===== src/rtl/mkg_pkg.sv =====
package mkg_pkg;

  typedef enum logic [2:0] {
    PH_IDLE  = 3'd0,
    PH_KEY   = 3'd1,
    PH_FRAME = 3'd2,
    PH_MIX   = 3'd3,
    PH_GEN   = 3'd4
  } phase_t;

  // Majority of three tap bits.
  function automatic logic maj3(input logic a, input logic b, input logic c);
    return (a & b) | (a & c) | (b & c);
  endfunction

  // Parity of the bits of a state selected by a tap mask.
  function automatic logic masked_parity(input logic [31:0] st, input logic [31:0] mask);
    return ^(st & mask);
  endfunction

endpackage


===== src/rtl/mkg_lfsr.sv =====
module mkg_lfsr #(
  parameter int          LEN      = 19,
  parameter logic [31:0] TAP_MASK = 32'h0007_2000
) (
  input  logic           clk,
  input  logic           rst_n,
  input  logic           clear_i,
  input  logic           step_i,
  input  logic           in_i,
  output logic [LEN-1:0] state_o
);
  import mkg_pkg::*;

  logic [31:0] st_ext;
  logic        fb;

  assign st_ext = 32'(state_o);
  assign fb     = masked_parity(st_ext, TAP_MASK) ^ in_i;

  always_ff @(posedge clk) begin
    if (!rst_n)       state_o <= '0;
    else if (clear_i) state_o <= '0;
    else if (step_i)  state_o <= {state_o[LEN-2:0], fb};
  end
endmodule


===== src/rtl/mkg_seq.sv =====
module mkg_seq #(
  parameter int KEY_W   = 64,
  parameter int FRAME_W = 22,
  parameter int MIX_CYC = 100,
  parameter int OUT_CYC = 228,
  parameter int CNT_W   = 8
) (
  input  logic                 clk,
  input  logic                 rst_n,
  input  logic                 start_i,
  output mkg_pkg::phase_t      phase_o,
  output logic [CNT_W-1:0]     cnt_o,
  output logic                 launch_o,
  output logic                 last_o
);
  import mkg_pkg::*;

  logic key_end, frame_end, mix_end;

  assign launch_o  = (phase_o == PH_IDLE) && start_i;
  assign key_end   = (phase_o == PH_KEY)   && (cnt_o == CNT_W'(KEY_W - 1));
  assign frame_end = (phase_o == PH_FRAME) && (cnt_o == CNT_W'(FRAME_W - 1));
  assign mix_end   = (phase_o == PH_MIX)   && (cnt_o == CNT_W'(MIX_CYC - 1));
  assign last_o    = (phase_o == PH_GEN)   && (cnt_o == CNT_W'(OUT_CYC - 1));

  always_ff @(posedge clk) begin
    if (!rst_n) begin
      phase_o <= PH_IDLE;
      cnt_o   <= '0;
    end else begin
      unique case (phase_o)
        PH_IDLE: begin
          if (start_i) begin
            phase_o <= PH_KEY;
            cnt_o   <= '0;
          end
        end
        PH_KEY: begin
          if (key_end) begin phase_o <= PH_FRAME; cnt_o <= '0; end
          else cnt_o <= cnt_o + 1'b1;
        end
        PH_FRAME: begin
          if (frame_end) begin phase_o <= PH_MIX; cnt_o <= '0; end
          else cnt_o <= cnt_o + 1'b1;
        end
        PH_MIX: begin
          if (mix_end) begin phase_o <= PH_GEN; cnt_o <= '0; end
          else cnt_o <= cnt_o + 1'b1;
        end
        PH_GEN: begin
          if (last_o) begin phase_o <= PH_IDLE; cnt_o <= '0; end
          else cnt_o <= cnt_o + 1'b1;
        end
        default: begin
          phase_o <= PH_IDLE;
          cnt_o   <= '0;
        end
      endcase
    end
  end
endmodule


===== src/rtl/maj_lfsr_keygen.sv =====
module maj_lfsr_keygen #(
  parameter int          KEY_W   = 64,
  parameter int          FRAME_W = 22,
  parameter int          MIX_CYC = 100,
  parameter int          OUT_CYC = 228,
  parameter int          LEN_A   = 19,
  parameter int          LEN_B   = 22,
  parameter int          LEN_C   = 23,
  parameter logic [31:0] MASK_A  = 32'h0007_2000,
  parameter logic [31:0] MASK_B  = 32'h0030_0000,
  parameter logic [31:0] MASK_C  = 32'h0070_0080,
  parameter int          CTAP_A  = 8,
  parameter int          CTAP_B  = 10,
  parameter int          CTAP_C  = 10
) (
  input  logic               clk,
  input  logic               rst_n,
  input  logic               start_i,
  input  logic [KEY_W-1:0]   key_i,
  input  logic [FRAME_W-1:0] frame_i,
  output logic               ks_bit_o,
  output logic               ks_valid_o,
  output logic               done_o
);
  import mkg_pkg::*;

  localparam int MAX_AB = (LEN_A > LEN_B) ? LEN_A : LEN_B;
  localparam int MAXL   = (MAX_AB > LEN_C) ? MAX_AB : LEN_C;
  localparam int MAX_KF = (KEY_W > FRAME_W) ? KEY_W : FRAME_W;
  localparam int MAX_MO = (MIX_CYC > OUT_CYC) ? MIX_CYC : OUT_CYC;
  localparam int MAXC   = (MAX_KF > MAX_MO) ? MAX_KF : MAX_MO;
  localparam int CNT_W  = $clog2(MAXC + 1);

  // Named internal events for the checker.
  phase_t                phase_w;
  logic [CNT_W-1:0]      cnt_w;
  logic                  launch_w;
  logic                  last_w;
  logic                  load_ph_w;
  logic                  maj_ph_w;
  logic                  maj_w;
  logic                  in_bit_w;
  logic [2:0]            tap_vec_w;
  logic [2:0]            msb_vec_w;
  logic [2:0]            step_vec_w;
  logic [2:0][MAXL-1:0]  lane_st_w;

  logic [KEY_W-1:0]      key_sh_q;
  logic [FRAME_W-1:0]    frame_sh_q;
  logic                  valid_q;
  logic                  last_q;
  logic                  done_q;

  mkg_seq #(
    .KEY_W  (KEY_W),
    .FRAME_W(FRAME_W),
    .MIX_CYC(MIX_CYC),
    .OUT_CYC(OUT_CYC),
    .CNT_W  (CNT_W)
  ) u_seq (
    .clk     (clk),
    .rst_n   (rst_n),
    .start_i (start_i),
    .phase_o (phase_w),
    .cnt_o   (cnt_w),
    .launch_o(launch_w),
    .last_o  (last_w)
  );

  // Captured key and frame number, consumed LSB first.
  always_ff @(posedge clk) begin
    if (!rst_n) begin
      key_sh_q   <= '0;
      frame_sh_q <= '0;
    end else if (launch_w) begin
      key_sh_q   <= key_i;
      frame_sh_q <= frame_i;
    end else begin
      if (phase_w == PH_KEY)   key_sh_q   <= key_sh_q >> 1;
      if (phase_w == PH_FRAME) frame_sh_q <= frame_sh_q >> 1;
    end
  end

  assign load_ph_w = (phase_w == PH_KEY) || (phase_w == PH_FRAME);
  assign maj_ph_w  = (phase_w == PH_MIX) || (phase_w == PH_GEN);
  assign in_bit_w  = (phase_w == PH_KEY)   ? key_sh_q[0]   :
                     (phase_w == PH_FRAME) ? frame_sh_q[0] : 1'b0;
  assign maj_w     = maj3(tap_vec_w[0], tap_vec_w[1], tap_vec_w[2]);

  for (genvar g = 0; g < 3; g++) begin : g_lane
    localparam int          L = (g == 0) ? LEN_A  : (g == 1) ? LEN_B  : LEN_C;
    localparam logic [31:0] M = (g == 0) ? MASK_A : (g == 1) ? MASK_B : MASK_C;
    localparam int          C = (g == 0) ? CTAP_A : (g == 1) ? CTAP_B : CTAP_C;

    logic [L-1:0] st;

    assign step_vec_w[g] = load_ph_w || (maj_ph_w && (tap_vec_w[g] == maj_w));

    mkg_lfsr #(
      .LEN     (L),
      .TAP_MASK(M)
    ) u_reg (
      .clk    (clk),
      .rst_n  (rst_n),
      .clear_i(launch_w),
      .step_i (step_vec_w[g]),
      .in_i   (in_bit_w),
      .state_o(st)
    );

    assign lane_st_w[g] = MAXL'(st);
    assign tap_vec_w[g] = st[C];
    assign msb_vec_w[g] = st[L-1];
  end

  always_ff @(posedge clk) begin
    if (!rst_n) begin
      valid_q <= 1'b0;
      last_q  <= 1'b0;
      done_q  <= 1'b0;
    end else begin
      valid_q <= (phase_w == PH_GEN);
      last_q  <= last_w;
      done_q  <= last_q;
    end
  end

  assign ks_valid_o = valid_q;
  assign ks_bit_o   = valid_q & (^msb_vec_w);
  assign done_o     = done_q;

endmodule


===== config.mk =====
export PLATFORM = sky130hd
export DESIGN_NAME = maj_lfsr_keygen
export DESIGN_NICKNAME = d
export VERILOG_FILES = /design/src/rtl/mkg_pkg.sv /design/src/rtl/mkg_lfsr.sv /design/src/rtl/mkg_seq.sv /design/src/rtl/maj_lfsr_keygen.sv
export SDC_FILE = /design/constraint.sdc
export NUM_CORES = 1
export LEC_CHECK = 0
export BUFFER_PORTS_ARGS = -buffer_cell sky130_fd_sc_hd__clkbuf_2
export CAP_MARGIN = 15
export CORE_MARGIN = 3
export CORE_UTILIZATION = 61
export CTS_CLUSTER_SIZE = 30
export DETAILED_ROUTE_END_ITERATION = 6
export HOLD_SLACK_MARGIN = 0.03
export PLACE_DENSITY_LB_ADDON = 0.05
export REMOVE_ABC_BUFFERS = 1
export SYNTH_ARGS = -nofsm -noshare
export SYNTH_HDL_FRONTEND = slang
export SYNTH_SLANG_ARGS = --single-unit

===== constraint.sdc =====
create_clock -name clk -period 3.9 [get_ports clk]
set_input_delay 0.585 -clock clk [delete_from_list [all_inputs] [get_ports clk]]
set_output_delay 0.585 -clock clk [all_outputs]
set_load 0.01 [all_outputs]

==> impl_metrics.toml, run 1 <==
[floorplanning]
chipWidth_um = 110
rows = 37
die_y_um = 110
ios = 92
core_area_um2 = 10400
die_area_um2 = 12100
initial_utilization_pct = 63.6

[critical_path]
crit_required_ns = 4.30
critPathArrivalTime_ns = 2.81
crit_fanout = 35
cp-end-kind = "register"
critPathKind = "reg -> reg"
startpoint_type = "register"
rrSetupSlack_ns = 1.49

[synthesis]
postSynthCellCount = 706
syn_avg_cell_area_um2 = 9.38
netlist_area_um2 = 6620
seq_area_frac_synth_pct = 49.6
synth-edff-count = 0
synth_warnings = 0
ys_seq_elements = 164
ys_types = 48
async_flop_share_pct = 0
synthFlopType = "dfxtp_1"

[power]
seqPwrFrac_pct = 47.6
cellPowerDensity_nw_per_um2 = 489
pwr-share-comb_pct = 8.5
power.total_mw = 3.73
p_sw_share_pct = 23.3
power.net_switching_uw = 870
pwr-share-clk_pct = 43.8
ir_worst_vdd_uv = 328
power.internal_mw = 2.86
p_leak_nw = 3.18

[clock_tree]
clk_pin_slew_worst_paths_ns = 0.06
clk_path_buf_depth = 2
htreeDepth = 4
ctsRootBufferMaster = "clkbuf_8"
postCtsHoldBufs = 0
cts.sinks = 164
cts_resized = 0
cts_setup_buffers = 0
cts_tree = "done"
clkLatencyLatePin_ns = 0.52
cts_buffers = 17

[placed_design]
dp_slack_ns = 1.45
hpwl_um = 8600
postPlaceCellArea_um2 = 7030
port_buffers = 91
place_congestion = 0.783

[sta]
finalSetupTns_ns = 0
slew_violations = 0
fin_skew_ns = 0.00534
rsz0062_at_grt = "no"
fin_crit_ns = 2.41
fin_hold_ws_ns = 0.286
hold_viol = 0
layout_setup_ws_ns = 1.49
tightestPinTransition_ns = 0.848
fmax_ghz = 0.415
slew_headroom_pct = 43.4
fin_crit_sh_pct = 61.8
setup_viol = 0

[final_layout]
final_cell_area_um2 = 7620
layout-drive-gt1-share_pct = 19.1
mostFrequentLayoutCells = "dfxtp_1 (164), nand2_1 (92), clkbuf_2 (91)"
synthToLayoutAreaGrowth_pct = 15.2
finalNetCount = 863
mostFrequentLayoutCell = "dfxtp_1"
antenna_cells = 0
seqCellArea_um2 = 3280
multiInputGateArea_um2 = 3040
fillers = 821

[global_route]
overflow = 0
antenna_found_initial = 0
grt.total_usage_pct = 22.8
grt_pass1_wl_um = 22000
grt_max_degree = 86
grt_pass1_vias = 4734

[drt]
dr.pass1.iters = 5
viasPerCell = 5.59
wl_per_cell_um = 14.4
num_vias = 5152
drtIter0Drc = 343
ant_nets = 0
drc = 0
wirelength_um = 13300

[job]
maxCapViolations = 0

[status]
status = "completed"

[min_path]
hold_path_class = "in -> reg"
[final timing paths]
path              cells past startpoint                     endpoint              from
setup / recovery                      4  g_lane[1].u_reg.state_o[10]  u_seq.phase_o[2]
hold / removal                        3                 key_sh_q[63]         key_i[63]
setup reg to reg                      4  g_lane[1].u_reg.state_o[10]  u_seq.phase_o[2]
hold reg to reg                       1                       done_o            last_q
[layout make-up]
class                           instances  share of cell area, %
Multi-Input combinational cell        484                   39.8
Clock buffer                           18                   5.61
Inverter                                4                  0.197
Timing Repair Buffer                  101                   6.96
Tap cell                              136                   2.23
Clock inverter                         14                   2.12
Sequential cell                       164                   43.1
[stage by stage]
step / utilization (%) / instances
finish: 73.2 / 921
global route: 73.2 / 921
CTS: 73.2 / 921
detailed placement: 67.5 / 889
global placement: 67.5 / 889
floorplan: - / 652
[worst max-delay path, stage by stage (launching register included)]
cell     delay [ns]
dfxtp_1        0.52
or4b_1         0.72
nand2_2        0.52
buf_4          0.42
nor2_1         0.09
[cell families (layout without fill, tap and decap cells)]
family	after synthesis	count (layout)	share of synthesized area (%)
AOI/OAI and AO/OA	191	191	18.8
muxes	66	66	9.98
xor gates and xnor gates	18	18	2.38
and+or+nand+nor	207	207	14.0
buffers and inverters	58	137	4.86
DFF	164	164	49.6
adders and majority gates	2	2	0.378
[power groups by stage]
stage	Sequential, mW	Clock (mW)	Combinational [mW]
floorplan	1.80	0	0.217
global placement	1.81	0	0.306
detailed placement	1.81	0	0.317
CTS	1.78	1.66	0.319
global route	1.78	1.73	0.353
finish	1.78	1.63	0.317
[registers in the layout, summed over array words and instances (netlist names)]
name	flops
u_seq.phase_o	3
last_q	1
done_o	1
key_sh_q	64
g_lane.u_reg.state_o	64
frame_sh_q	22
ks_valid_o	1
u_seq.cnt_o	8
[Yosys cell counts (4+ instances only)]
library cell	n	area (um^2)
a21oi_1	89	445
a22oi_1	84	631
buf_2	23	115
buf_4	8	60.1
buf_6	6	67.6
clkbuf_1	17	63.8
dfxtp_1	164	3280
mux2i_1	66	661
nand2_1	93	349
nand3_1	4	20.0
nor2_1	78	293
nor2b_1	4	25.0
xnor2_1	11	96.3
xor2_1	7	61.3
[metal layers]
metal / global-route usage [%] / vias to the layer above / wire length, um
li1: - / 2609 / -
met1: 29.2 / 2401 / 5870
met2: 35.3 / 119 / 6330
met3: 7.51 / 23 / 810
met4: 9.67 / 0 / 287
met5: 0 / - / 0
No activity file was read; power rests on OpenSTA's default activity.
==> run 2, diff against run 1 <==
Settings changed: CORE_UTILIZATION 61 to 51.
Clock period 3.9 ns to 2.1 ns, I/O delays scaled along.
==> run 2 against run 1 <==
Clock power increased by 95%. Via count is 0.87% lower. Largest power group unchanged. Core utilization decreased by 9.9 points. Sequential power grew 85%.
==> impl_metrics.toml, run 2 (same netlist as run 1, synthesis figures left out) <==
[sta]
hold_viol = 0
rsz0062_at_grt = "no"
finalSetupTns_ns = 0
fin_crit_ns = 1.91
tightestPinTransition_ns = 0.608
fmax_ghz = 0.524
fin_crit_sh_pct = 91.0
slew_violations = 0
fin_hold_ws_ns = 0.120
setup_viol = 0
fin_skew_ns = 0.00615
slew_headroom_pct = 59.2

[clock_tree]
cts_resized = 0
cts_tree = "done"
cts_setup_buffers = 0
postCtsHoldBufs = 0
htreeDepth = 4
ctsRootBufferMaster = "clkbuf_16"
cts_buffers = 17
cts.sinks = 164
clkLatencyLatePin_ns = 0.42
clk_path_buf_depth = 2
clk_pin_slew_worst_paths_ns = 0.06

[min_path]
hold_path_class = "in -> reg"
min-delay-start = "key_i[63]"
min_delay_path_depth = 3
worstHoldEndpoint = "key_sh_q[63]"

[drt]
num_vias = 5107
drc = 0
viasPerCell = 5.33
dr.pass1.iters = 5
ant_nets = 0
wirelength_um = 13100
wl_per_cell_um = 13.7
drtIter0Drc = 425

[global_route]
grt_max_degree = 74
antenna_found_initial = 0
grt_pass1_vias = 4797
overflow = 0
grt_pass1_wl_um = 22200
grt.total_usage_pct = 18.8

[floorplanning]
initial_utilization_pct = 53.6
rows = 40
ios = 92
chipWidth_um = 120
die_y_um = 120
core_area_um2 = 12400
die_area_um2 = 14400

[placed_design]
port_buffers = 91
hpwl_um = 8430
dp.cells = 925
place_congestion = 0.785

[critical_path]
r2r_cells = 7
cp-end-kind = "register"
crit_required_ns = 2.41
r2r_end = "u_seq.cnt_o[7]"
path_cells = "ha_1 > nand4b_1 > buf_4 > o211ai_4 > o2111ai_2 > o21ai_2 > nor2_1"
crit_fanout = 5
rrSetupSlack_ns = 0.19
startpoint_type = "register"
crit_family = "compound AO/OA/AOI/OAI gates"
critPathArrivalTime_ns = 2.22
critPathKind = "reg -> reg"
r2r_start = "u_seq.cnt_o[0]"
slowest_delay_ns = 0.39
crit_buf_inv = 1
crit_slowest_cell = "dfxtp_1"
critPathLaunch = "u_seq.cnt_o[0]"

[final_layout]
antenna_cells = 0
synthToLayoutAreaGrowth_pct = 18.3
finalNetCount = 868
instances_no_fill = 958
mostFrequentLayoutCell = "dfxtp_1"
reg_top3 = "g_lane.u_reg.state_o: 64 flops, key_sh_q: 64 flops, frame_sh_q: 22 flops"
layout-drive-gt1-share_pct = 19.6
mostFrequentLayoutCells = "dfxtp_1 (164), nand2_1 (92), clkbuf_2 (91)"
fillers = 1068

[power]
p_leak_nw = 3.25
cellPowerDensity_nw_per_um2 = 908
ir_worst_vdd_uv = 630

[status]
status = "completed"

[job]
maxCapViolations = 0
==> run 2: changes by cell type in the layout (fill, tap and decap cells not counted), moves of 2 or more <==
cell,change
inv_6,+3
clkinv_2,-4
clkinv_4,+2
buf_12,+8
buf_4,-3
==> run 2: where the power goes <==
group | total [mW] | switching [mW] | internal (mW) | leakage, nW
registers | 3.30 | 0.0672 | 3.23 | 1.34
clock network | 3.18 | 1.27 | 1.91 | 0.290
logic | 0.629 | 0.349 | 0.280 | 1.63
==> run 2: per-layer routing <==
| layer | global-route usage (%) | vias up | routed length (um) | part of all wire (%) |
|---|---|---|---|---|
| met5 | 0 | - | 0 | 0 |
| met4 | 7.30 | 0 | 86 | 0.66 |
| met3 | 7.02 | 4 | 816 | 6.2 |
| met2 | 28.1 | 97 | 6140 | 47 |
| met1 | 24.6 | 2372 | 6060 | 46 |
| li1 | - | 2634 | - | - |
==> run 2: stage by stage <==
step / util, % / setup slack, ns / power, mW / cell area, um^2
finish: 63.3 / 0.190 / 7.11 / 7830
detailed placement: 58.3 / 0.170 / 4.00 / 7200
CTS: 63.3 / 0.161 / 7.18 / 7820
floorplan: - / -4.04 / 3.75 / 6310
global route: 63.3 / 0.0283 / 7.41 / 7830
global placement: 58.3 / 0.247 / 3.97 / 7200
==> run 2: worst max path at each step <==
stage                     end  slack [ns]  cells past startpoint
6_report       u_seq.cnt_o[7]        0.19                      7
5_1_grt        u_seq.cnt_o[7]        0.03                      7
4_1_cts        u_seq.cnt_o[7]        0.16                      6
3_5_place_dp   u_seq.cnt_o[3]        0.17                      6
3_3_place_gp   u_seq.cnt_o[7]        0.25                      6
2_1_floorplan    key_sh_q[10]       -4.04                      4
==> run 2: worst register-to-register path: stages (launching register included) <==
cell and delay [ns]:
dfxtp_1 0.39, ha_1 0.24, nand4b_1 0.22, buf_4 0.22, o211ai_4 0.22, o2111ai_2 0.17
o21ai_2 0.25, nor2_1 0.09
==> run 2: layout make-up <==
| class | count | area, um^2 | area share [%] |
|---|---|---|---|
| multi-input cells | 484 | 3040 | 38.8 |
| clock inverters | 14 | 178 | 2.27 |
| clock buffers | 18 | 439 | 5.61 |
| repair buffers | 106 | 668 | 8.53 |
| flip-flops and latches | 164 | 3280 | 41.9 |
| inverters | 4 | 15.0 | 0.192 |
| well taps | 168 | 210 | 2.68 |
